$ cat config.mk
export PLATFORM = sky130hd
export DESIGN_NAME = alarmIrqUnit
export DESIGN_NICKNAME = d
export VERILOG_FILES = /design/src/rtl/alarmIrqPkg.sv /design/src/rtl/alarmCtrl.sv /design/src/rtl/alarmDatapath.sv /design/src/rtl/alarmIrqUnit.sv
export SDC_FILE = /design/constraint.sdc
export NUM_CORES = 1
export LEC_CHECK = 0
export CORE_UTILIZATION = 24
export CTS_CLUSTER_DIAMETER = 30
export DETAILED_ROUTE_END_ITERATION = 16
export PLACE_DENSITY = 0.93
export SYNTH_ARGS = -nofsm -noshare
export SYNTH_HDL_FRONTEND = slang
export SYNTH_HIERARCHICAL = 1
export SYNTH_SLANG_ARGS = --single-unit
$ cat constraint.sdc
create_clock -name clk -period 1 [get_ports clk]
set_input_delay 0.1 -clock clk [delete_from_list [all_inputs] [get_ports clk]]
set_output_delay 0.1 -clock clk [all_outputs]
set_load 0.02 [all_outputs]
$ cat src/rtl/alarmIrqPkg.sv
package alarmIrqPkg;
  localparam int NUM_FIELDS = 4;  // 0 sec, 1 min, 2 hour, 3 date

  typedef struct packed {
    logic setFlag;
    logic clrFlag;
    logic toggle;
    logic clearPhase;
  } dpStrobes_t;
endpackage

$ cat src/rtl/alarmCtrl.sv
module alarmCtrl
  import alarmIrqPkg::*;
(
  input  logic       clk,
  input  logic       rstN,
  input  logic       secTick,
  input  logic       tglTick,
  input  logic       oscRun,
  input  logic       onBattery,
  input  logic       alarmEn,
  input  logic       backupAlarmEn,
  input  logic       freqTestEn,
  input  logic       wdSteer,
  input  logic       wdZero,
  input  logic       flagRead,
  input  logic       match,
  output dpStrobes_t str,
  output logic       armed,
  output logic       ftActive
);
  logic tickValid;

  always_comb begin
    armed     = onBattery ? backupAlarmEn : alarmEn;
    ftActive  = oscRun & freqTestEn & ~alarmEn & (wdSteer | wdZero);
    tickValid = secTick & oscRun;
    str.setFlag    = tickValid & match & armed;
    str.clrFlag    = flagRead & ~str.setFlag;
    str.toggle     = ftActive & tglTick;
    str.clearPhase = ~ftActive;
  end

  // the wave never advances unless the oscillator runs and the alarm is off
  p_toggle_gated_r9: assert property (@(posedge clk) disable iff (!rstN)
    str.toggle |-> (oscRun && freqTestEn && !alarmEn));

  // no flag set without a live second tick
  p_set_needs_tick_r6: assert property (@(posedge clk) disable iff (!rstN)
    str.setFlag |-> (secTick && oscRun));
endmodule

$ cat src/rtl/alarmDatapath.sv
module alarmDatapath
  import alarmIrqPkg::*;
#(
  parameter int FIELD_W = 8
) (
  input  logic                                 clk,
  input  logic                                 rstN,
  input  logic [NUM_FIELDS-1:0][FIELD_W-1:0]   curVec,
  input  logic [NUM_FIELDS-1:0][FIELD_W-1:0]   almVec,
  input  dpStrobes_t                           str,
  output logic                                 match,
  output logic                                 alarmFlag,
  output logic                                 phase
);
  localparam int VAL_W = FIELD_W - 1;

  logic [NUM_FIELDS-1:0] fieldEq;
  logic [NUM_FIELDS-1:0] maskBits;
  logic [NUM_FIELDS-1:0] maskUp;
  logic [NUM_FIELDS-1:0] effMask;
  logic                  patternOk;

  for (genvar i = 0; i < NUM_FIELDS; i++) begin : g_field
    assign fieldEq[i]  = (curVec[i][VAL_W-1:0] == almVec[i][VAL_W-1:0]);
    assign maskBits[i] = almVec[i][FIELD_W-1];
  end

  // Defined patterns are a thermometer: a set mask bit implies the next one up is set
  always_comb begin
    maskUp    = maskBits << 1;
    patternOk = ((maskUp & ~maskBits) == '0);
    effMask   = patternOk ? maskBits : '1;
    match     = &(fieldEq | effMask);
  end

  always_ff @(posedge clk or negedge rstN) begin
    if (!rstN) begin
      alarmFlag <= 1'b0;
      phase     <= 1'b0;
    end else begin
      if (str.setFlag)      alarmFlag <= 1'b1;
      else if (str.clrFlag) alarmFlag <= 1'b0;
      if (str.clearPhase)   phase <= 1'b0;
      else if (str.toggle)  phase <= ~phase;
    end
  end

  // flag holds unless a read strobe reaches it
  p_flag_holds_r8: assert property (@(posedge clk) disable iff (!rstN)
    (alarmFlag && !str.clrFlag) |=> alarmFlag);

  // each toggle strobe flips the wave
  p_phase_flips_r9: assert property (@(posedge clk) disable iff (!rstN)
    (str.toggle && !str.clearPhase) |=> (phase != $past(phase)));
endmodule

$ cat src/rtl/alarmIrqUnit.sv
module alarmIrqUnit
  import alarmIrqPkg::*;
#(
  parameter int FIELD_W = 8
) (
  input  logic               clk,
  input  logic               rstN,
  input  logic               secTick,
  input  logic               tglTick,
  input  logic               oscRun,
  input  logic               onBattery,
  input  logic [FIELD_W-1:0] curSec,
  input  logic [FIELD_W-1:0] curMin,
  input  logic [FIELD_W-1:0] curHour,
  input  logic [FIELD_W-1:0] curDate,
  input  logic [FIELD_W-1:0] almSec,
  input  logic [FIELD_W-1:0] almMin,
  input  logic [FIELD_W-1:0] almHour,
  input  logic [FIELD_W-1:0] almDate,
  input  logic               alarmEn,
  input  logic               backupAlarmEn,
  input  logic               freqTestEn,
  input  logic               wdSteer,
  input  logic               wdZero,
  input  logic               flagRead,
  output logic               irqPullLow,
  output logic               alarmFlag
);
  logic [NUM_FIELDS-1:0][FIELD_W-1:0] curVec;
  logic [NUM_FIELDS-1:0][FIELD_W-1:0] almVec;
  dpStrobes_t str;
  logic match, armed, ftActive, phase;

  assign curVec = {curDate, curHour, curMin, curSec};
  assign almVec = {almDate, almHour, almMin, almSec};

  alarmCtrl i_ctrl (
    .clk(clk), .rstN(rstN), .secTick(secTick), .tglTick(tglTick),
    .oscRun(oscRun), .onBattery(onBattery), .alarmEn(alarmEn),
    .backupAlarmEn(backupAlarmEn), .freqTestEn(freqTestEn),
    .wdSteer(wdSteer), .wdZero(wdZero), .flagRead(flagRead),
    .match(match), .str(str), .armed(armed), .ftActive(ftActive)
  );

  alarmDatapath #(.FIELD_W(FIELD_W)) i_dp (
    .clk(clk), .rstN(rstN), .curVec(curVec), .almVec(almVec),
    .str(str), .match(match), .alarmFlag(alarmFlag), .phase(phase)
  );

  assign irqPullLow = (alarmFlag & armed) | (ftActive & phase);

  // flag only rises on the edge after a live tick
  p_rise_after_tick_r6: assert property (@(posedge clk) disable iff (!rstN)
    $rose(alarmFlag) |-> $past(secTick && oscRun));

  // a read without a tick clears the flag
  p_read_clears_r8: assert property (@(posedge clk) disable iff (!rstN)
    (flagRead && !secTick) |=> !alarmFlag);

  // with the main-power alarm enabled the pin follows the flag only
  p_pin_alarm_only_r10: assert property (@(posedge clk) disable iff (!rstN)
    (alarmEn && !onBattery) |-> (irqPullLow == alarmFlag));
endmodule

==> results of run 1 <==
synth_stat cells, drive strengths merged:
cell   number
a21o        1
nand4       4
a22oi       1
a22o        1
nor4        4
nor3        2
mux2        1
nand2       1
o21ai       2
xor2       12
dfrtp       2
and4        1
or3         1
nor2        4
a41oi       1
inv         2
nor4b       1
a21oi       1
xnor2      17
flip-flops by register name, summed over array words and instances, names as in the netlist:
register	cells
i_dp/phase	1
i_dp/alarmFlag	1
power breakdown:
part	switching [µW]	internal (µW)
Combinational	164	281
Clock	36.3	132
Sequential	2.49	85.6
Total	203	498
worst max-delay path, delay by kind of cell:
kind | cells | cell delay [ns]
AOI/OAI and AO/OA | 3 | 0.35
xor gates and xnor gates | 1 | 0.14
buffers and inverters | 1 | 0.24
and+or+nand+nor | 2 | 0.48
what timing repair did:
item	CTS	global route
gates resized for setup	172	48
endpoints found under the hold margin	0	0
pin swaps	45	33
endpoints found under the setup margin	4	4
logic make-up (layout without fill, tap and decap cells):
logic type                Yosys count  after routing  share of synthesized area, %
xor gates and xnor gates           29             29                          51.1
and+or+nand+nor                    18             18                          23.2
AOI/OAI and AO/OA                   7              7                          11.1
DFF                                 2              2                          10.1
buffers and inverters               2             83                          1.51
muxes                               1              1                          3.02
layout make-up:
type	instances	area share [%]
timing repair buffer	78	45.9
clock buffer	3	1.79
sequential	2	3.99
multi-input combinational	55	45.1
tap	27	2.69
inverter	2	0.598
routing by layer:
metal / vias up / GRT usage, % / routed length (µm)
met5: - / 0 / 0
met4: 0 / 5.14 / 19
met3: 2 / 3.77 / 261
met2: 53 / 33.7 / 1030
met1: 308 / 13.7 / 572
li1: 371 / - / -
per-stage QoR:
step                total power (µW)  worst slack, ns  util, %  setup TNS (ns)
floorplan                        229           -0.121        -          -0.121
global placement                 565           -0.724     66.2           -2.00
detailed placement               574           -0.725     66.2           -2.02
CTS                              692           -0.191     63.5          -0.303
global route                     750           -0.211     64.0          -0.274
finish                           701           -0.141     64.0          -0.175
how the worst max path moves through the flow:
| stage | slack [ns] | to | startpoint | depth (start not counted) |
|---|---|---|---|---|
| after floorplan | -0.12 | i_dp/alarmFlag | almHour[0] | 6 |
| after global placement | -0.72 | i_dp/alarmFlag | almSec[0] | 8 |
| after detailed placement | -0.72 | i_dp/alarmFlag | almSec[1] | 8 |
| after CTS | -0.19 | i_dp/alarmFlag | curHour[5] | 8 |
| after global routing | -0.21 | i_dp/alarmFlag | almHour[1] | 9 |
| final | -0.14 | i_dp/alarmFlag | almMin[5] | 7 |
==> flow_summary.ini, run 1 <==
[outcome]
status = finished, violations left
failed_checks = setup timing

[worst_setup_path]
timing.rr.start = i_dp/phase
path_cells = dlygate4sd2_1, xor2_1, nor4_2, o21ai_1, a22oi_2, and4_1, a21o_1
worst-path-max-fanout = 2
worst-r2r-cell-count = 3
timing.critical_path.from_type = input pin
timing.critical_path.slowest_cell_delay_ns = 0.26
cp_slowest_cell = nor4_2
crit_type = input pin to register
ff2ff_setup_slack_ns = 0.17
crit_path_end_kind = register
worst-endpoint-required_ns = 1.15
timing.critical_path.arrival_ns = 1.29
reg2reg_to = i_dp/phase

[final_layout]
final_cell_mix = buf_2, clkbuf_2, xor2_1, xnor2_1, clkdlybuf4s15_1
fin_cells = 167
mostFrequentLayoutCell = buf_2
drive_gt1_share_pct = 55.7
layout.filler_cells = 196
nNetsFinal = 218
footprint_of_the_flip_flops_and_latches_um2 = 50.0
design_area_um2 = 1250
insertedDiodeCount = 0
area_of_the_multi_input_gates_um2 = 566
area_growth_pct = 153

[floorplanning]
fp.dieH_um = 47.5
ios = 78
fp.dieW_um = 47.5
core_um2 = 1960
die_area_um2 = 2260
start_util_pct = 25.3
std_cell_rows = 16

[sta]
slew-limit-headroom_pct = 85.3
timing.final.crit_period_ns = 1.14
final-max-slew-violation-count = 0
final-hold-violation-count = 0
setup-violations-final = 2
max_slew.worst_pin.slew_ns = 0.220
final_min_period_over_clock_period_pct = 114
max_clock_freq_mhz = 876
unrepaired_setup_endpoints_after_global_routing = true
hold_slack_ns = 0.0511
fin_ws_ns = -0.141
final.setup_skew_ns = 0

[global_route]
grt_start_max_net_pins = 5
grt_pass1_vias = 719
gr-total-overflow = 0
number_of_antenna_violations_at_the_first_check_in_global_routing = 0
overall_track_demand_over_capacity_in_global_routing_pct = 15.7
grt_first_pass_wirelength_mm = 2.55

[yosys]
synth_fp_nets = 135
synth.distinct_cells = 21
synth_top_cells_by_area = xnor2_1, xor2_1, dfrtp_1
synth_largest_type_area_fraction_pct = 30.0
synth.ff_latch_count = 2
synth_top_area_cell = xnor2_1
yosysSeqAreaShare_pct = 10.1
syn-instance-count = 59
synth_area_um2 = 497
postSynthAreaPerCell_um2 = 8.42
synth-warning-count = 6

[clock_tree]
ctsRootBufferMaster = clkbuf_4
clkLatencyLatePin_ns = 0.21
postCtsSetupBuffers = 0
cts_hold_repair.buffers = 0
cts-buffers-inserted = 3
htree_levels = 1
clock_sinks = 2
cts-root-to-sink-buffers = 2
cts.clk_slew.worst_paths_ns = 0.03
tritoncts = yes

[drt]
drt_iter0_drc = 4
vias = 734
postRouteWirelength_mm = 1.88
postRouteAntennaNets = 0
avgRoutedWirePerCell_um = 11.3
vias_per_cell = 4.40
drc_errors = 0
drt_pre_antenna_iters = 2

[placement]
portBuffers = 73
detailed_place_hpwl_mm = 1.61
globalplace.congestion = 0.611
placement.cell_area_um2 = 1300
dpl.cell_count = 164

[power]
pwr_density_cell_nw_per_um2 = 559
static-leakage-power_uw = 0.000618
worst_ir_drop_vdd_uv = 273

[worst_hold_path]
hold_class = input pin to async pin

[run]
max_cap_violations = 0
Note: power is estimated with default switching activity, not from simulation.
==> run 2: changes to the inputs <==
--- a/config.mk
+++ b/config.mk
@@ -9,6 +9,7 @@
 export CTS_CLUSTER_DIAMETER = 30
 export DETAILED_ROUTE_END_ITERATION = 16
 export PLACE_DENSITY = 0.93
+export SLEW_MARGIN = 20
 export SYNTH_ARGS = -nofsm -noshare
 export SYNTH_HDL_FRONTEND = slang
 export SYNTH_HIERARCHICAL = 1
==> results of run 2 <==
Final layout, timing and power as in run 1 (identical DEF).
